### src/rtl/slave_byte_buffer.sv
module slave_byte_buffer #(
  parameter int ADDR_W = 4,
  parameter int BYTE_W = 8,
  localparam int WORD_W = 2 * BYTE_W
) (
  input  logic              clk,
  input  logic              rst_n,
  input  logic              bus_valid,
  input  logic [ADDR_W-1:0] bus_addr,
  input  logic              bus_phase,
  input  logic [BYTE_W-1:0] bus_wdata,
  output logic [BYTE_W-1:0] bus_rdata,
  output logic              bus_rdata_vld,
  input  logic [ADDR_W-1:0] station_addr,
  input  logic              irq_en,
  output logic [WORD_W-1:0] loc_in,
  input  logic [WORD_W-1:0] loc_out,
  output logic              irq,
  input  logic              irq_ack
);

  logic              sel, sel_q, phase_q;
  logic              phase_start, lo_start, hi_start;
  logic [BYTE_W-1:0] rx_lo, rx_hi, rep_lo, rep_hi;

  assign sel         = bus_valid && (bus_addr == station_addr);
  assign phase_start = sel && !(sel_q && (phase_q == bus_phase));
  assign lo_start    = phase_start && !bus_phase;
  assign hi_start    = phase_start && bus_phase;

  assign loc_in        = {rx_hi, rx_lo};
  assign bus_rdata     = !sel ? '0 : (bus_phase ? rep_hi : rep_lo);
  assign bus_rdata_vld = sel && !phase_start;

  always_ff @(posedge clk or negedge rst_n) begin
    if (!rst_n) begin
      sel_q   <= 1'b0;
      phase_q <= 1'b0;
    end else begin
      sel_q   <= sel;
      phase_q <= bus_phase;
    end
  end

  always_ff @(posedge clk or negedge rst_n) begin
    if (!rst_n) begin
      rx_lo <= '0;
      rx_hi <= '0;
    end else if (sel) begin
      if (bus_phase) rx_hi <= bus_wdata;
      else           rx_lo <= bus_wdata;
    end
  end

  always_ff @(posedge clk or negedge rst_n) begin
    if (!rst_n) begin
      rep_lo <= '0;
      rep_hi <= '0;
    end else begin
      if (lo_start) rep_lo <= loc_out[BYTE_W-1:0];
      if (hi_start) rep_hi <= loc_out[WORD_W-1:BYTE_W];
    end
  end

  always_ff @(posedge clk or negedge rst_n) begin
    if (!rst_n) irq <= 1'b0;
    else        irq <= irq_en && (lo_start || (irq && !irq_ack));
  end

  p_quiet_hold_r4: assert property (@(posedge clk) disable iff (!rst_n)
    !sel |=> $stable(loc_in));

  p_irq_set_r5: assert property (@(posedge clk) disable iff (!rst_n)
    (lo_start && irq_en) |=> irq);

  p_irq_off_r6: assert property (@(posedge clk) disable iff (!rst_n)
    !irq_en |=> !irq);

  p_irq_ack_r7: assert property (@(posedge clk) disable iff (!rst_n)
    (irq && irq_ack && !lo_start) |=> !irq);

  p_irq_hold_r7: assert property (@(posedge clk) disable iff (!rst_n)
    (irq && !irq_ack && irq_en) |=> irq);

  p_reply_frozen_r9: assert property (@(posedge clk) disable iff (!rst_n)
    (sel && bus_phase && bus_rdata_vld) |=> (!(sel && bus_phase) || $stable(bus_rdata)));

  p_idle_bus_r10: assert property (@(posedge clk) disable iff (!rst_n)
    !sel |-> (!bus_rdata_vld && bus_rdata == '0));

endmodule

### config.mk
export PLATFORM = sky130hd
export DESIGN_NAME = slave_byte_buffer
export DESIGN_NICKNAME = d
export VERILOG_FILES = /design/src/rtl/slave_byte_buffer.sv
export SDC_FILE = /design/constraint.sdc
export NUM_CORES = 1
export LEC_CHECK = 0
export BUFFER_PORTS_ARGS = -buffer_cell sky130_fd_sc_hd__buf_2
export CORE_MARGIN = 2
export CORE_UTILIZATION = 50
export CTS_CLUSTER_SIZE = 24
export DETAILED_ROUTE_END_ITERATION = 7
export PLACE_DENSITY_LB_ADDON = 0.1
export SETUP_SLACK_MARGIN = 0.2
export SLEW_MARGIN = 20
export SYNTH_ARGS = -nofsm -noshare
export SYNTH_HDL_FRONTEND = slang
export SYNTH_SLANG_ARGS = --single-unit
### constraint.sdc
create_clock -name clk -period 5.2 [get_ports clk]
set_clock_uncertainty 0.2 [all_clocks]
set_input_delay 0.26 -clock clk [delete_from_list [all_inputs] [get_ports clk]]
set_output_delay 0.26 -clock clk [all_outputs]
set_load 0.02 [all_outputs]
# Word level (Yosys, flattened, before mapping)
# Cells that the tools add are included.
[word_totals]
reg_bits = 35
inputBits = 38
mem_bits_ro = 0
latch_bits = 0
n_memories = 0
mem_bits_rw = 0
[op_classes]
eq_ne = 2
n_div = 0
mul = 0
reduce_logical = 15
shift = 0
n_mux = 2
magnitude_cmp = 0
n_bitwise = 1
addsub = 0
[ops]
columns = ["cell", "count"]
rows = [
  ["$mux W8", 2],
  ["$logic_and A1 B1 Y1", 8],
  ["$eq A4 B4 Y1", 1],
  ["$logic_not A1 Y1", 4],
  ["$reduce_and A2 Y1", 2],
  ["$eq A1 B1 Y1", 1],
  ["$logic_or A1 B1 Y1", 1],
  ["$not A1 Y1", 1],
]

# Longest topological paths before layout
# Gate-level depths: netlist of run 1.
[depth]
word_depth = 7
depth_mapped = 5
depth_no_buf = 4

# Worst setup path before layout of run 1
# OpenSTA, ideal clock, no wires.
[synth_path]
path_type = "in2out"
start = "in station_addr[1]"
end = "out bus_rdata[0]"
path_buffers = 1
path_stages = 5
required_ns = 4.740
arrival_time_ns = 1.426
setup_slack_ns = 3.314
path_cell_list = "xnor2_1 > nand3_2 > or2_2 > clkbuf_1 > nor2_1"
[synth_via]
elab_chain_len = 3
[synth_lines]
columns = ["item", "line_no", "rtl"]
rows = [
  ["start, declared", "14", "input logic [ADDR_W-1:0] station_addr,"],
  ["$eq A4 B4 Y1", "26", "assign sel = bus_valid && (bus_addr == station_addr);"],
  ["$logic_and A1 B1 Y1", "26", ""],
  ["$mux W8", "32", "assign bus_rdata = !sel ? '0 : (bus_phase ? rep_hi : rep_lo);"],
  ["end, declared", "12", "output logic [BYTE_W-1:0] bus_rdata,"],
]
# No other way between the ends.

# Worst setup path after layout of run 1
[layout_path]
start = "reg sel_q"
end = "reg irq"
[layout_via]
elab_chain_len = 6
[layout_lines]
columns = ["item", "line_no", "rtl"]
rows = [
  ["start, declared", "22", "logic sel, sel_q, phase_q;"],
  ["start signal, assigned", "40", "sel_q <= sel;"],
  ["$logic_and A1 B1 Y1", "27", "assign phase_start = sel && !(sel_q && (phase_q == bus_phase));"],
  ["$logic_not A1 Y1", "27", ""],
  ["$logic_and A1 B1 Y1", "27", ""],
  ["$logic_and A1 B1 Y1", "28", "assign lo_start = phase_start && !bus_phase;"],
  ["$logic_or A1 B1 Y1", "67", "else irq <= irq_en && (lo_start || (irq && !irq_ack));"],
  ["$logic_and A1 B1 Y1", "67", ""],
  ["end signal, assigned", "67", ""],
  ["end, declared", "18", "output logic irq,"],
]
# No other way between the ends.
# A chain may end at the register's enable or synchronous reset.

==> results.cfg, run 1 <==
[timing]
finalSetupViolCount = 0
hold_viol_final = 0
final_max_slew_viol_count = 0
tightestPinTransition_ns = 0.7643
fmax_ghz = 0.4427
maxSlewHeadroom_pct = 49.05
rsz0062_at_grt = no
fin_tns_setup_ns = 0
fin_crit_sh_pct = 43.44
setup_slack_ns = 2.941
fin_crit_ns = 2.259

[synth]
synth_compound_area_share_pct = 4.092
synth_top_family_by_area = multiplexers
synth-simple-area-share_pct = 5.319
yosys.area_share.xor_xnor_pct = 2.864
netlist.area_leader.share_pct = 57.28
muxShareOfSynthArea_pct = 28.81
netlist_top_cells_area = dfrtp_1 (57%), mux2_2 (24%), mux2i_1 (5.2%), a2111oi_4 (3.6%), xnor2_1 (2.9%)
netlist_area_sq_um = 1529
synth-seq-cells = 35
synth_cell_types = 16
ys_warn_count = 0
yosysTopAreaCell = dfrtp_1
postSynthCellCount = 105
ys_seq_area_share_pct = 57.28
synth.avg_cell_area_sq_um = 14.56
yosys.area_share.adder_pct = 0
synthesis.nets = 143

[die]
rows = 20
start_util_pct = 51.34
dieHeight_um = 59.30
coreArea_sq_um = 2978
die_area_sq_um = 3516
ios = 64
chipWidth_um = 59.30

[routing]
first_pass_iters = 3
ant_nets = 0
drtIter0Drc = 12
vias = 1148
totalWireLength_um = 3119
drc = 0
routedWlPerCell_um = 13.39
via_per_inst = 4.927

[hold_path]
hp-class = input pin to flip-flop
hold_depth = 1
min-delay-start = bus_phase
holdPathEnd = phase_q

[grt]
grt_pass1_vias = 1146
grt_max_degree = 36
grt_pass1_wl_um = 4864
overflow = 0
track_usage_pct = 19.11
antenna_found_initial = 0

[power]
p_leak_nw = 1.119
worst_ir_drop_vdd_mv = 0.2213
power.density_nw_per_um2 = 343.2
finalPower_mw = 0.7531

[place]
gp_congestion = 0.7454
place_inst = 198
dp_slack_ns = 2.906
dp_hpwl_um = 2069
port_buffers = 63

[worst_setup_path]
crit_type = flip-flop to flip-flop
r2r-end = irq
slowest_delay_ns = 0.77
crit_path_top_delay_cell = a2111oi_4
r2r.worst_path.cells = 3
start_kind = flip-flop
r2r_start = sel_q
crit_path_end_kind = flip-flop
crit_fanout = 9
critPathRequiredTime_ns = 5.28
reg2reg_slack_ns = 2.94
cp_top_family = compound AO/OA/AOI/OAI gates
worst-path-buf-inv = 1
cp.arrival_ns = 2.34
critical_path.cell_chain = a2111oi_4 -> o21a_1 -> dlygate4sd3_1

[clocking]
clk_path_buf_depth = 2
htreeDepth = 2
ctsRootBufferMaster = clkbuf_4
cts_tree = done
cts_buffers = 5
cts_hold_buffers = 27
clock_latency_ns = 0.34
cts_sinks = 35
clk_pin_slew_ns = 0.11
post_cts_buffers = 0
postCtsResizedCells = 0

[finish]
drive_gt1_share_pct = 54.50
antenna_cells = 0
final_cell_mix = buf_2 (63), dfrtp_1 (35), mux2_2 (32)
nets = 237
stdcell_count = 233
area_growth_syn_to_layout_pct = 43.53
layout.cells.most_common = buf_2

[job]
max_cap_viol_count = 0

[outcome]
status = finished, final reports clean
-- worst register-to-register path: cells and delay by family, from the launching register on --
kind,cells,cell delay [ns]
flops,1,0.46
compound gates,2,0.99
buf+inv,1,0.54
-- power breakdown --
group | total (mW) | leakage [nW] | switching, mW | internal, mW
logic | 0.228 | 0.636 | 0.110 | 0.118
clock network | 0.138 | 0.0347 | 0.0876 | 0.0502
registers | 0.388 | 0.449 | 0.0391 | 0.349
total | 0.753 | 1.12 | 0.237 | 0.516
-- registers in the layout, summed over array words and instances, names as in the netlist --
signal   cells
irq          1
phase_q      1
rep_hi       8
rep_lo       8
rx_hi        8
rx_lo        8
sel_q        1
-- layer usage --
| layer | vias to the layer above | global-route usage, % | share of wire [%] |
|---|---|---|---|
| li1 | 550 | - | - |
| met1 | 552 | 22.03 | 43 |
| met2 | 41 | 32.34 | 48 |
| met3 | 5 | 6.550 | 6.8 |
| met4 | 0 | 7.792 | 1.6 |
| met5 | - | 0 | 0 |
-- metrics by stage --
| step | utilization (%) | area (sq um) | hold slack (ns) |
|---|---|---|---|
| 6_report | 73.70 | 2195 | 0.04293 |
| 3_5_place_dp | 62.86 | 1872 | 0.1711 |
| 3_3_place_gp | 62.86 | 1872 | 0.1631 |
| 5_1_grt | 73.70 | 2195 | 0.02422 |
| 2_1_floorplan | - | 1529 | -0.2356 |
| 4_1_cts | 73.70 | 2195 | 0.02663 |
-- cells in the mapped netlist (all sizes together) --
| master | count |
|---|---|
| dfrtp | 35 |
| mux2 | 32 |
| nor2 | 9 |
| mux2i | 8 |
| xnor2 | 5 |
| inv | 3 |
| a2111oi | 2 |
| buf | 2 |
| nand2 | 2 |
| clkbuf | 1 |
| nand3 | 1 |
| nor2b | 1 |
| nor3 | 1 |
| o21a | 1 |
| or2 | 1 |
| or3 | 1 |
-- worst max-delay path by stage --
stage | slack (ns) | to | from | cells after the start
after CTS | 2.95 | irq | sel_q | 3
final | 2.94 | irq | sel_q | 3
after detailed placement | 2.91 | rep_lo[0] | station_addr[1] | 5
after global placement | 2.96 | rep_lo[3] | station_addr[1] | 5
after global routing | 2.85 | irq | phase_q | 4
after floorplan | 3.31 | bus_rdata[0] | station_addr[1] | 5
-- area by class of cell --
type	count	area (sq um)
Sequential cell	35	875.8
Fill cell	210	783.3
Multi-Input combinational cell	64	628.1
Timing Repair Buffer	90	585.6
Tap cell	33	41.29
Clock buffer	5	37.54
Clock inverter	3	15.01
Inverter	3	11.26
-- kinds of logic (layout without fill, tap and decap cells) --
group / Yosys count / count (layout)
multiplexers: 40 / 40
flip-flops: 35 / 35
AND/OR/NAND/NOR: 16 / 16
buffers and inverters: 6 / 101
XOR/XNOR: 5 / 5
AO/OA/AOI/OAI: 3 / 3
No activity file was read; power rests on OpenSTA's default activity.
==> run 2: changes to the inputs <==
--- a/config.mk
+++ b/config.mk
@@ -7,7 +7,7 @@
 export LEC_CHECK = 0
 export BUFFER_PORTS_ARGS = -buffer_cell sky130_fd_sc_hd__buf_2
 export CORE_MARGIN = 2
-export CORE_UTILIZATION = 50
+export CORE_UTILIZATION = 47
 export CTS_CLUSTER_SIZE = 24
 export DETAILED_ROUTE_END_ITERATION = 7
 export PLACE_DENSITY_LB_ADDON = 0.1
==> constraint.sdc (replaced) <==
create_clock -name clk -period 2.2 [get_ports clk]
set_clock_uncertainty 0.2 [all_clocks]
set_input_delay 0.11 -clock clk [delete_from_list [all_inputs] [get_ports clk]]
set_output_delay 0.11 -clock clk [all_outputs]
set_load 0.02 [all_outputs]
==> run 2 against run 1 <==
Effect of this change:
- register-to-register slack got worse by 2.5 ns
- critical endpoint is now rx_hi[1]
- wire length rose by 6.0%
- setup slack got worse by 2.6 ns
==> results.cfg, run 2 (same netlist as run 1, synthesis figures left out) <==
[outcome]
status = finished, final reports clean

[grt]
track_usage_pct = 20.32
antenna_found_initial = 0
overflow = 0
grt_pass1_vias = 1255
grt_max_degree = 36
grt_pass1_wl_um = 5292

[die]
start_util_pct = 49.67
die_area_sq_um = 3725
coreArea_sq_um = 3078
rows = 20
dieHeight_um = 61.04
ios = 64
chipWidth_um = 61.04

[clocking]
clk_path_buf_depth = 2
clock_latency_ns = 0.34
clk_pin_slew_ns = 0.10
cts_tree = done
ctsRootBufferMaster = clkbuf_4
cts_sinks = 35
cts_buffers = 5
htreeDepth = 2

[finish]
final_area_sq_um = 2246
area_growth_syn_to_layout_pct = 46.89
final_cell_mix = buf_2 (63), dfrtp_1 (35), mux2_2 (32)
antenna_cells = 0
layout.cells.most_common = buf_2
nets = 242
stdcell_count = 249
drive_gt1_share_pct = 54.15

[routing]
top_layer_used = met4
via_per_inst = 4.723
drtIter0Drc = 16
ant_nets = 0
vias = 1176
wl_met3_um = 154
wl_met2_um = 1729
drc = 0
wl_met1_um = 1366
routedWlPerCell_um = 13.27
first_pass_iters = 2
totalWireLength_um = 3305

[timing]
fin_tns_setup_ns = 0
maxSlewHeadroom_pct = 50.60
fin_crit_sh_pct = 85.34
fin_crit_ns = 1.877
rsz0062_at_grt = no
hold_viol_final = 0
fmax_ghz = 0.5326
setup_slack_ns = 0.3226
final_max_slew_viol_count = 0
tightestPinTransition_ns = 0.7410
finalSetupViolCount = 0

[worst_setup_path]
r2r_start = sel_q
start_kind = input pin
reg2reg_slack_ns = 0.48
startpoint = bus_phase
r2r-end = rep_hi[7]
crit_fanout = 8
crit_path_end_kind = flip-flop
r2r.worst_path.cells = 3
endpoint = rx_hi[1]
crit_type = input pin to flip-flop
critPathRequiredTime_ns = 2.23
cp.arrival_ns = 1.91

[power]
p_leak_nw = 1.136
worst_ir_drop_vdd_mv = 0.5495
power.density_nw_per_um2 = 794.2
finalPower_mw = 1.784

[place]
place_area_sq_um = 1916
place_inst = 213
dp_slack_ns = 0.3086
dp_hpwl_um = 2283
port_buffers = 63
gp_congestion = 0.7112

[job]
max_cap_viol_count = 0

[hold_path]
hp-class = input pin to async pin
## run 2: cell types whose count changed in the layout (fill, tap and decap cells not counted), sizes merged
| cell | change |
|---|---|
| buf | +4 |
| clkbuf | +2 |
| clkinv | -2 |
| dlygate4sd3 | +1 |
## run 2: worst max-delay path, cell delays in order
cell	delay, ns
dlygate4sd3_1	0.52
buf_2	0.22
inv_1	0.12
or3_2	0.62
mux2_2	0.32
## run 2: routing by layer
layer	vias to the layer above	GRT usage, %
met5	-	0
met4	0	11.18
met3	7	4.412
met2	38	34.80
met1	567	23.65
li1	564	-
## run 2: report_power, final
part | switching [mW] | total [mW] | leakage (nW) | internal, mW
Clock | 0.200 | 0.325 | 0.0293 | 0.124
Sequential | 0.0913 | 0.915 | 0.449 | 0.824
Combinational | 0.261 | 0.544 | 0.658 | 0.282
## run 2: final cells by class
cell class,instances,area (sq um)
Tap cell,44,55.05
Clock buffer,7,45.04
Clock inverter,1,5.005
Multi-Input combinational cell,64,628.1
Inverter,3,11.26
Sequential cell,35,875.8
Fill cell,232,832.0
Timing Repair Buffer,95,625.6
## run 2: what timing repair did
item,CTS,global route
endpoints found under the setup margin,0,0
hold buffers,28,0
hold endpoints to repair,69,0
resized for setup,0,0
buffers inserted,0,0
## run 2: through the flow
stage | utilization, % | hold WS (ns)
floorplan | - | -0.3856
global placement | 62.24 | 0.01341
detailed placement | 62.24 | 0.01620
CTS | 72.97 | 0.1689
global route | 72.97 | 0.2400
finish | 72.97 | 0.1837
## run 2: worst min-delay path by stage
stage,to,slack [ns],cells past startpoint
global route,rx_hi[5],0.24,2
detailed placement,rx_hi[5],0.02,1
floorplan,irq,-0.39,0
global placement,rx_hi[5],0.01,1
finish,rx_hi[5],0.18,2
CTS,rx_hi[5],0.17,2
